**src/rtl/corr_bpred_pkg.sv**
```systemverilog
`timescale 1ns/1ps
package corr_bpred_pkg;

  typedef enum logic {
    OUT_NOT_TAKEN = 1'b0,
    OUT_TAKEN     = 1'b1
  } outcome_e;

  // Weakly-not-taken starting value for a counter of the given width.
  function automatic int weak_nt(input int width);
    return (1 << (width - 1)) - 1;
  endfunction

endpackage

```
**src/rtl/cbp_ghist.sv**
```systemverilog
`timescale 1ns/1ps
module cbp_ghist #(
  parameter int HIST_W = 2
) (
  input  logic              clk,
  input  logic              rst_n,
  input  logic              shift_en,
  input  logic              outcome,
  output logic [HIST_W-1:0] hist
);

  logic [HIST_W-1:0] hist_q;
  logic [HIST_W:0]   shifted;

  // Append the newest outcome at bit 0; the top bit falls off.
  assign shifted = {hist_q, outcome};

  always_ff @(posedge clk or negedge rst_n) begin
    if (!rst_n) begin
      hist_q <= '0;
    end else if (shift_en) begin
      hist_q <= shifted[HIST_W-1:0];
    end
  end

  assign hist = hist_q;

endmodule

```
**src/rtl/cbp_sat_step.sv**
```systemverilog
`timescale 1ns/1ps
module cbp_sat_step #(
  parameter int CTR_W = 2
) (
  input  logic [CTR_W-1:0] cur,
  input  logic             up,
  output logic [CTR_W-1:0] nxt
);

  localparam logic [CTR_W-1:0] CTR_MAX = '1;
  localparam logic [CTR_W-1:0] CTR_MIN = '0;
  localparam logic [CTR_W-1:0] ONE     = CTR_W'(1);

  always_comb begin
    nxt = cur;
    if (up) begin
      if (cur != CTR_MAX) nxt = cur + ONE;
    end else begin
      if (cur != CTR_MIN) nxt = cur - ONE;
    end
  end

endmodule

```
**src/rtl/cbp_ctr_table.sv**
```systemverilog
`timescale 1ns/1ps
module cbp_ctr_table
  import corr_bpred_pkg::*;
#(
  parameter int CTR_W  = 2,
  parameter int IDX_W  = 6,
  localparam int DEPTH = 1 << IDX_W
) (
  input  logic             clk,
  input  logic             rst_n,
  input  logic [IDX_W-1:0] rd_idx,
  output logic             rd_msb,
  input  logic             wr_en,
  input  logic [IDX_W-1:0] wr_idx,
  input  logic             wr_up
);

  localparam logic [CTR_W-1:0] CTR_INIT = CTR_W'(weak_nt(CTR_W));

  logic [CTR_W-1:0] ctr_q [DEPTH];
  logic [CTR_W-1:0] wr_cur;
  logic [CTR_W-1:0] wr_nxt;
  logic [CTR_W-1:0] rd_val;

  assign rd_val = ctr_q[rd_idx];
  assign rd_msb = rd_val[CTR_W-1];
  assign wr_cur = ctr_q[wr_idx];

  cbp_sat_step #(.CTR_W(CTR_W)) u_step (
    .cur (wr_cur),
    .up  (wr_up),
    .nxt (wr_nxt)
  );

  for (genvar e = 0; e < DEPTH; e++) begin : g_ctr
    always_ff @(posedge clk or negedge rst_n) begin
      if (!rst_n) begin
        ctr_q[e] <= CTR_INIT;
      end else if (wr_en && (wr_idx == IDX_W'(e))) begin
        ctr_q[e] <= wr_nxt;
      end
    end
  end

endmodule

```
**src/rtl/corr_bpred.sv**
```systemverilog
`timescale 1ns/1ps
module corr_bpred
  import corr_bpred_pkg::*;
#(
  parameter int PC_W     = 32,
  parameter int PC_LSB   = 2,
  parameter int ROW_BITS = 4,
  parameter int HIST_W   = 2,
  parameter int CTR_W    = 2
) (
  input  logic              clk,
  input  logic              rst_n,
  input  logic [PC_W-1:0]   pred_pc,
  output logic              pred_taken,
  output logic [HIST_W-1:0] pred_hist,
  input  logic              upd_valid,
  output logic              upd_ready,
  input  logic [PC_W-1:0]   upd_pc,
  input  logic              upd_taken,
  input  logic [HIST_W-1:0] upd_hist
);

  localparam int IDX_W = ROW_BITS + HIST_W;

  logic [HIST_W-1:0]   hist_cur;
  logic [ROW_BITS-1:0] rd_row;
  logic [ROW_BITS-1:0] wr_row;
  logic [IDX_W-1:0]    rd_idx;
  logic [IDX_W-1:0]    wr_idx;
  logic                upd_fire;
  logic                rdy_q;
  outcome_e            upd_outcome;

  // Ready rises once reset is released; the block never stalls updates.
  always_ff @(posedge clk or negedge rst_n) begin
    if (!rst_n) rdy_q <= 1'b0;
    else        rdy_q <= 1'b1;
  end

  assign upd_ready   = rdy_q;
  assign upd_fire    = upd_valid && rdy_q;
  assign upd_outcome = outcome_e'(upd_taken);

  assign rd_row = pred_pc[PC_LSB +: ROW_BITS];
  assign wr_row = upd_pc[PC_LSB +: ROW_BITS];
  assign rd_idx = {rd_row, hist_cur};
  assign wr_idx = {wr_row, upd_hist};

  cbp_ghist #(.HIST_W(HIST_W)) u_ghist (
    .clk      (clk),
    .rst_n    (rst_n),
    .shift_en (upd_fire),
    .outcome  (upd_outcome == OUT_TAKEN),
    .hist     (hist_cur)
  );

  cbp_ctr_table #(.CTR_W(CTR_W), .IDX_W(IDX_W)) u_table (
    .clk    (clk),
    .rst_n  (rst_n),
    .rd_idx (rd_idx),
    .rd_msb (pred_taken),
    .wr_en  (upd_fire),
    .wr_idx (wr_idx),
    .wr_up  (upd_outcome == OUT_TAKEN)
  );

  assign pred_hist = hist_cur;

endmodule

```
**config.mk**
```make
export PLATFORM = sky130hd
export DESIGN_NAME = corr_bpred
export DESIGN_NICKNAME = d
export VERILOG_FILES = /design/src/rtl/corr_bpred_pkg.sv /design/src/rtl/cbp_ghist.sv /design/src/rtl/cbp_sat_step.sv /design/src/rtl/cbp_ctr_table.sv /design/src/rtl/corr_bpred.sv
export SDC_FILE = /design/constraint.sdc
export NUM_CORES = 1
export LEC_CHECK = 0
export BUFFER_PORTS_ARGS = -buffer_cell sky130_fd_sc_hd__clkbuf_2
export CORE_UTILIZATION = 39
export CTS_BUF_LIST = sky130_fd_sc_hd__clkbuf_4 sky130_fd_sc_hd__clkbuf_8 sky130_fd_sc_hd__clkbuf_16
export DETAILED_ROUTE_END_ITERATION = 7
export PLACE_DENSITY = 0.64
export SLEW_MARGIN = 20
export SYNTH_ARGS = -nofsm -noshare
export SYNTH_HDL_FRONTEND = slang
export SYNTH_SLANG_ARGS = --single-unit
```
**constraint.sdc**
```tcl
create_clock -name clk -period 3.25 [get_ports clk]
set_input_delay 0.325 -clock clk [delete_from_list [all_inputs] [get_ports clk]]
set_output_delay 0.325 -clock clk [all_outputs]
set_load 0.05 [all_outputs]
```
==> results of run 1 <==
## cell type report
class | instances | area, um^2 | share of cell area
Sequential cell | 131 | 3358 | 0.4387
Multi-Input combinational cell | 461 | 3122 | 0.4078
Inverter | 2 | 7.507 | 0.0009807
Clock buffer | 22 | 481.7 | 0.06293
Timing Repair Buffer | 31 | 280.3 | 0.03661
Clock inverter | 10 | 130.1 | 0.01700
Tap cell | 220 | 275.3 | 0.03596
## cells by family after synthesis
group / after synthesis / share of synthesized area
mux: 57 / 0.1838
buf+inv: 42 / 0.03880
fa+ha+maj: 2 / 0.003156
compound gates: 148 / 0.1138
simple gates: 253 / 0.1617
flops: 131 / 0.4982
other cells: 1 / 0.0005564
## where the power goes
| part | internal [W] | leakage, nW | switching (W) | total [W] |
|---|---|---|---|---|
| Sequential | 0.00188 | 1.57 | 0.000116 | 0.00199 |
| Combinational | 0.000333 | 1.09 | 0.000434 | 0.000767 |
| Clock | 0.00127 | 0.303 | 0.000710 | 0.00198 |
## cell usage in the layout, fill, tap and decap left out, types with 3 or more instances in the layout
cell       count
nand2_1      107
nor2_1        91
dfrtp_1       67
dfstp_2       64
a21oi_1       62
mux4_2        52
o21ai_1       43
o21ai_0       27
nor3_1        17
clkbuf_16     17
clkbuf_2      16
o22ai_1       13
buf_4          8
buf_12         7
nor2b_1        6
nand3_1        5
clkinv_2       5
mux2_2         4
nand2b_1       4
or3_1          4
nand3b_1       3
or3b_2         3
nor4_1         3
clkbuf_8       3
bufinv_16      3
## sequential cells by signal (all words and copies together), names as in the netlist
register / cells
upd_ready: 1
u_table.ctr_q: 128
u_ghist.hist: 2
## stage by stage
stage | hold WS, ps | std cells | setup slack, ps | power, W
6_report | 53.45 | 877 | 101.1 | 0.004744
5_1_grt | 121.2 | 877 | 15.30 | 0.004920
4_1_cts | 69.39 | 877 | 74.30 | 0.004771
3_5_place_dp | 453.5 | 845 | 307.7 | 0.002777
3_3_place_gp | 448.6 | 845 | 383.1 | 0.002736
2_1_floorplan | 29.41 | 634 | 58.71 | 0.002534
## worst paths after layout
| check | endpoint | slack, ps |
|---|---|---|
| max in group asynchronous | u_table.ctr_q[50] | 2310 |
| worst max register to register | u_table.ctr_q[29] | 830 |
| worst min register to register | u_table.ctr_q[122] | 460 |
| min in group clk | u_ghist.hist[0] | 270 |
| worst min-delay path | u_table.ctr_q[75] | 50 |
| worst max-delay path | pred_taken | 100 |
## layer usage
layer,GRT usage,vias up,part of all wire
met5,0,-,0
met4,0.08775,0,0.022
met3,0.05365,33,0.051
met2,0.3287,170,0.49
met1,0.2747,2552,0.44
li1,-,2290,-
## worst max-delay path: stages (launching register included)
cell      delay, ps
dfrtp_1         340
buf_4           240
mux4_2          570
mux4_2          500
mux4_2          480
clkbuf_2        250
==> flow_summary.yaml, run 1 <==
status:
  status: "finished clean"
timing:
  rsz0062_at_grt: "false"
  tightest_slew_ps: 964.1
  fin_setup_tns_ps: 0
  slew-limit-headroom: 0.3573
  final_hold_viol_count: 0
  skew_ps: 6.603
  setup-violations-final: 0
  fmax_mhz: 317.6
  slew_violations: 0
  period_minus_slack_ps: 3149
  timing.final.crit_share: 0.9689
clock_tree:
  ctsLongestPathBuffers: 2
  cts_tree: "yes"
  ctsResizeCount: 0
  cts.sinks: 131
  postCtsSetupBuffers: 0
  clk_pin_slew_ps: 60
  htreeDepth: 4
  ctsHoldBuffers: 0
  insertion_delay_ps: 430
  cts_made_buffers: 17
  cts_root_buf: "clkbuf_16"
floorplanning:
  die_y_um: 133.5
  die_w_um: 133.5
  dieArea_um2: 17810
  pin_count: 74
  core_area_um2: 16700
  start_util: 0.4036
  rows: 47
finish:
  layout.nets: 714
  postLayoutCoreUtil: 0.4583
  diodes: 0
  fillers: 1511
  drive_gt1_frac: 0.2922
  final_area_um2: 7655
  syn_to_final_growth_pct: 13.57
routing:
  routed_wl_um: 17410
  avgViaCountPerCell: 5.753
  antenna_left: 0
  vias: 5045
  first_iter_violations: 429
  detail_route.wl_per_cell_um: 19.85
  route.detailed.drc: 0
  drt_first_pass_iters: 5
grt:
  grt_max_degree: 75
  grt_use_total: 0.2089
  antenna_found_initial: 0
  grt_pass1_wl_um: 28010
  grt-ovfl-total: 0
  grt_pass1_vias: 5226
placed_design:
  place_area_um2: 7043
  dp_hpwl_um: 11590
  globalplace.congestion: 0.8552
  port_buffers: 17
flow_run:
  cap_violations: 0
worst_setup_path:
  arrival_ps: 2820
  start_kind: "flop"
  reg2reg_depth: 8
  end_kind: "output pin"
  critPathLaunch: "u_ghist.hist[0]"
  worst_r2r_startpoint: "u_table.ctr_q[32]"
  crit_required_ps: 2920
  worstPathMaxFanout: 11
  path_class: "reg2out"
logic_synthesis:
  synthTopCellsByCount: "107 x nand2_1, 91 x nor2_1, 67 x dfrtp_1"
  synth_edf_count: 0
  synth.most_common_cell: "nand2_1"
  synthArstFlopShare: 1.000
  yosys_warnings: 0
  synth_area_um2: 6740
  yosys-top-cells-area: "dfstp_2 25%, dfrtp_1 25%, mux4_2 17%"
  ys_ff_latch: 131
  syn_nets: 704
  synth_top_area_frac: 0.2495
  synth_area_per_cell_um2: 10.63
  yosysTopAreaCell: "dfstp_2"
  yosysUniqueCellTypes: 39
  synthCells: 634
  ys_seq_area_frac: 0.4982
  synthFlopType: "dfrtp_1"
power:
  power_density_nw_per_um2: 619.7
  ir_drop_mv: 0.3160
  p_leak_nw: 2.956
min_path:
  min_path_type: "in2async"
Power figures use the tool's default switching activity.
==> inputs of run 2 (changes only) <==
- REMOVE_ABC_BUFFERS: default -> 1
==> run 2 against run 1 <==
- the run now ends with hold timing left
- flip-flop and latch count unchanged
- worst setup slack got worse by 23 ps
- clock skew decreased by 0.60 ps
- hold slack got worse by 65 ps
- largest cell class unchanged
==> flow_summary.yaml, run 2 (synthesis results as in run 1) <==
floorplanning:
  pin_count: 74
  die_y_um: 133.5
  start_util: 0.4036
  die_w_um: 133.5
  core_area_um2: 16700
  dieArea_um2: 17810
  rows: 47
timing:
  rsz0062_at_grt: "false"
  fmax_mhz: 315.2
  slew_violations: 0
  timing.final.crit_share: 0.9760
  fin_hold_ws_ps: -11.27
  skew_ps: 5.999
  final_hold_viol_count: 7
  period_minus_slack_ps: 3172
  setup-violations-final: 0
  slew-limit-headroom: 0.4504
  tightest_slew_ps: 824.3
  fin_setup_tns_ps: 0
finish:
  final_common_cell: "nand2_1"
  drive_gt1_frac: 0.2980
  diodes: 0
  top_register: "u_table.ctr_q"
  layout.nets: 718
  largest_register_ffs: 128
  syn_to_final_growth_pct: 15.41
  mostFrequentLayoutCells: "107 x nand2_1, 91 x nor2_1, 66 x dfrtp_1"
worst_setup_path:
  r2r_slack_ps: 840
  end_kind: "output pin"
  start_kind: "flop"
  arrival_ps: 2850
  reg2reg_depth: 8
  regToRegEndpoint: "u_table.ctr_q[81]"
  crit_required_ps: 2920
  path_class: "reg2out"
  worstPathMaxFanout: 6
  worst_r2r_startpoint: "u_table.ctr_q[112]"
routing:
  detail_route.wl_per_cell_um: 19.95
  routed_wl_um: 17580
  antenna_left: 0
  vias: 5101
  first_iter_violations: 440
  avgViaCountPerCell: 5.790
  route.detailed.drc: 0
  drt_first_pass_iters: 6
clock_tree:
  cts_tree: "yes"
  clk_pin_slew_ps: 60
  insertion_delay_ps: 430
  cts_made_buffers: 17
  htreeDepth: 4
  cts.sinks: 131
  ctsResizeCount: 2
  cts_root_buf: "clkbuf_16"
  ctsLongestPathBuffers: 2
  ctsHoldBuffers: 0
  postCtsSetupBuffers: 0
flow_run:
  cap_violations: 0
grt:
  grt_pass1_vias: 5356
  grt_max_degree: 70
  grt_pass1_wl_um: 28530
  grt-ovfl-total: 0
  grt_use_total: 0.2131
  antenna_found_initial: 0
placed_design:
  port_buffers: 17
  globalplace.congestion: 0.8242
  dp_hpwl_um: 11720
power:
  p_leak_nw: 3.010
  ir_drop_mv: 0.4120
  power_density_nw_per_um2: 648.6
min_path:
  min_path_type: "in2async"
status:
  violations: "hold timing"
  status: "complete, but fails checks"
run 2: cell types whose count changed in the layout (fill, tap and decap cells not counted), moves of 2 or more:
cell,change
clkbuf_8,-2
buf_6,+2
clkbuf_4,-2
clkinv_2,-2
bufinv_16,+4
clkinv_4,+2
buf_4,+2
run 2: power breakdown:
part | internal (W) | leakage, nW | switching (W)
combinational | 0.000342 | 1.11 | 0.000435
clock | 0.00153 | 0.336 | 0.000739
sequential | 0.00188 | 1.57 | 0.000121
run 2: per-layer routing:
| layer | share of wire | wire (um) | vias up | track usage |
|---|---|---|---|---|
| met3 | 0.061 | 1073 | 39 | 0.05213 |
| met1 | 0.43 | 7517 | 2548 | 0.2801 |
| met2 | 0.49 | 8600 | 208 | 0.3417 |
| li1 | - | - | 2306 | - |
| met5 | 0 | 0 | - | 0 |
| met4 | 0.022 | 386 | 0 | 0.08018 |
run 2: per-stage QoR:
stage | instances | utilization | worst slack [ps] | instance area [um^2] | power (W)
2_1_floorplan | 594 | - | 67.48 | 6486 | 0.002457
3_3_place_gp | 849 | 0.4235 | 383.9 | 7073 | 0.002745
3_5_place_dp | 849 | 0.4235 | 394.4 | 7073 | 0.002781
4_1_cts | 881 | 0.4655 | 2.722 | 7775 | 0.005058
5_1_grt | 881 | 0.4658 | 18.64 | 7779 | 0.005219
6_report | 881 | 0.4658 | 77.89 | 7779 | 0.005045
run 2: worst max-delay path by stage:
stage	start	to	slack [ps]	depth (start not counted)
5_1_grt	u_ghist.hist[0]	pred_taken	20	5
3_5_place_dp	u_ghist.hist[0]	pred_taken	390	5
3_3_place_gp	u_ghist.hist[0]	pred_taken	380	5
2_1_floorplan	u_ghist.hist[0]	pred_taken	70	3
4_1_cts	u_ghist.hist[0]	pred_taken	3	5
6_report	u_ghist.hist[0]	pred_taken	80	5
run 2: area by class of cell:
type | instances | area [um^2]
Clock buffer | 18 | 439.2
Multi-Input combinational cell | 461 | 3122
Tap cell | 220 | 275.3
Clock inverter | 14 | 257.7
Sequential cell | 131 | 3359
Timing Repair Buffer | 35 | 317.8
Inverter | 2 | 7.507
Fill cell | 1510 | 8922
run 2: worst max-delay path, stage by stage (launching register included):
cell	delay, ps
dfrtp_2	460
buf_6	180
mux4_2	550
mux4_2	530
mux4_2	470
buf_2	220
==> inputs of run 3 (changes only) <==
- CTS_CLUSTER_SIZE: default -> 28
- PLACE_DENSITY: 0.64 -> 0.62
==> run 3 against run 2 <==
- the flow now finishes without violations
- cell count grew 0.11%
- flip-flop and latch count is the same
- die area is the same
- non-clock buffer count grew 1
- final area shrank 1.9%
- utilization shrank 0.88 points
- first-iteration DRC count shrank 23%
- sequential power is essentially flat
- clock-buffer cell count grew 8
- register-to-register slack gained 20 ps
==> flow_summary.yaml, run 3 (synthesis results as in run 1) <==
placed_design:
  dp_hpwl_um: 11720
  globalplace.congestion: 0.8131
  post-place-ws_ps: 329.7
  dp.cells: 849
  port_buffers: 17
routing:
  antenna_left: 0
  avgViaCountPerCell: 5.726
  drt_first_pass_iters: 5
  vias: 5050
  route.detailed.drc: 0
  first_iter_violations: 341
  detail_route.wl_per_cell_um: 19.09
  routed_wl_um: 16830
clock_tree:
  htreeDepth: 4
  postCtsSetupBuffers: 0
  cts_tree: "yes"
  ctsLongestPathBuffers: 2
  cts.sinks: 131
  insertion_delay_ps: 420
  cts_made_buffers: 17
  cts_root_buf: "clkbuf_16"
  clk_pin_slew_ps: 60
worst_setup_path:
  path_cells: "buf_4 -> mux4_2 -> mux4_2 -> mux4_2 -> clkbuf_2"
  worst_r2r_startpoint: "u_table.ctr_q[32]"
  reg2reg_depth: 8
  start_kind: "flop"
  crit_top_cell: "mux4_2"
  arrival_ps: 2820
  worstPathMaxFanout: 11
  path_class: "reg2out"
  r2r_slack_ps: 860
  crit_required_ps: 2920
  end_kind: "output pin"
  slowest_stage: "mux4_2"
  regToRegEndpoint: "u_table.ctr_q[31]"
  cpPeakStageDelay_ps: 560
timing:
  skew_ps: 11.89
  final_hold_viol_count: 0
  timing.final.crit_share: 0.9685
  rsz0062_at_grt: "false"
  period_minus_slack_ps: 3148
  slew_violations: 0
  fmax_mhz: 317.7
  fin_ws_ps: 102.3
  fin_setup_tns_ps: 0
  slew-limit-headroom: 0.5024
  setup-violations-final: 0
  tightest_slew_ps: 744.2
  fin_hold_ws_ps: 272.1
flow_run:
  cap_violations: 0
finish:
  multi_input_area_um2: 3122
  diodes: 0
  drive_gt1_frac: 0.2961
  syn_to_final_growth_pct: 13.22
  stdcell_count: 882
  mostFrequentLayoutCells: "107 x nand2_1, 91 x nor2_1, 67 x dfrtp_1"
  fillers: 1575
  postLayoutCoreUtil: 0.4569
  largest_register_ffs: 128
  final_common_cell: "nand2_1"
  seq_area_um2: 3358
  top_register: "u_table.ctr_q"
  layout.nets: 719
grt:
  antenna_found_initial: 0
  grt_use_total: 0.2033
  grt-ovfl-total: 0
  grt_pass1_vias: 5167
  grt_pass1_wl_um: 27410
  grt_max_degree: 54
floorplanning:
  die_y_um: 133.5
  start_util: 0.4036
  core_area_um2: 16700
  pin_count: 74
  dieArea_um2: 17810
  rows: 47
  die_w_um: 133.5
min_path:
  hold_start: "upd_taken"
  min_path_type: "in2reg"
  hold_end: "u_ghist.hist[0]"
  hold_depth: 2
power:
  ir_drop_mv: 0.4215
  p_leak_nw: 2.961
  power_density_nw_per_um2: 597.8
status:
  status: "finished clean"
[run 3: cell count changes in the layout (fill, tap and decap cells not counted), sizes merged]
cell / delta
clkbuf: +9
buf: -1
clkinvlp: -2
dlygate4sd3: +1
bufinv: -6
[run 3: how the worst max path moves through the flow]
stage / from / to / slack, ps
final: u_ghist.hist[0] / pred_taken / 100
after global routing: u_ghist.hist[0] / pred_taken / 0.6
after detailed placement: upd_hist[1] / u_table.ctr_q[31] / 330
after floorplan: u_ghist.hist[0] / pred_taken / 70
after CTS: u_ghist.hist[0] / pred_taken / 70
after global placement: upd_hist[1] / u_table.ctr_q[59] / 390
[run 3: critical path: cells and delay by family (launching register included)]
family	cells	cell delay (ps)
mux	3	1560
flops	1	350
buf+inv	2	500
[run 3: cell type report]
type                       instances  area share
clock inverter                     6    0.007214
tap                              220     0.03607
clock buffer                      26     0.06624
timing repair buffer              36     0.04033
inverter                           2   0.0009838
sequential                       131      0.4401
multi-input combinational        461      0.4091
[run 3: routing by layer]
metal,track usage,share of wire
met5,0,0
met4,0.08333,0.025
met3,0.05023,0.057
met2,0.3183,0.48
met1,0.2709,0.44
[run 3: timing repair]
action                    4_1_cts  5_1_grt
gates resized for setup         0        0
hold endpoints to repair       22        0
hold buffers                    1        0
[run 3: per-stage QoR]
step           power (W)  instance area, um^2
2_1_floorplan   0.002457                 6486
3_3_place_gp    0.002738                 7061
3_5_place_dp    0.002774                 7061
4_1_cts         0.004594                 7631
5_1_grt         0.004753                 7631
6_report        0.004562                 7631
[run 3: power by group]
group | total, W | internal, W | switching [W]
clock network | 0.00181 | 0.00114 | 0.000667
logic | 0.000762 | 0.000337 | 0.000425
registers | 0.00199 | 0.00188 | 0.000113
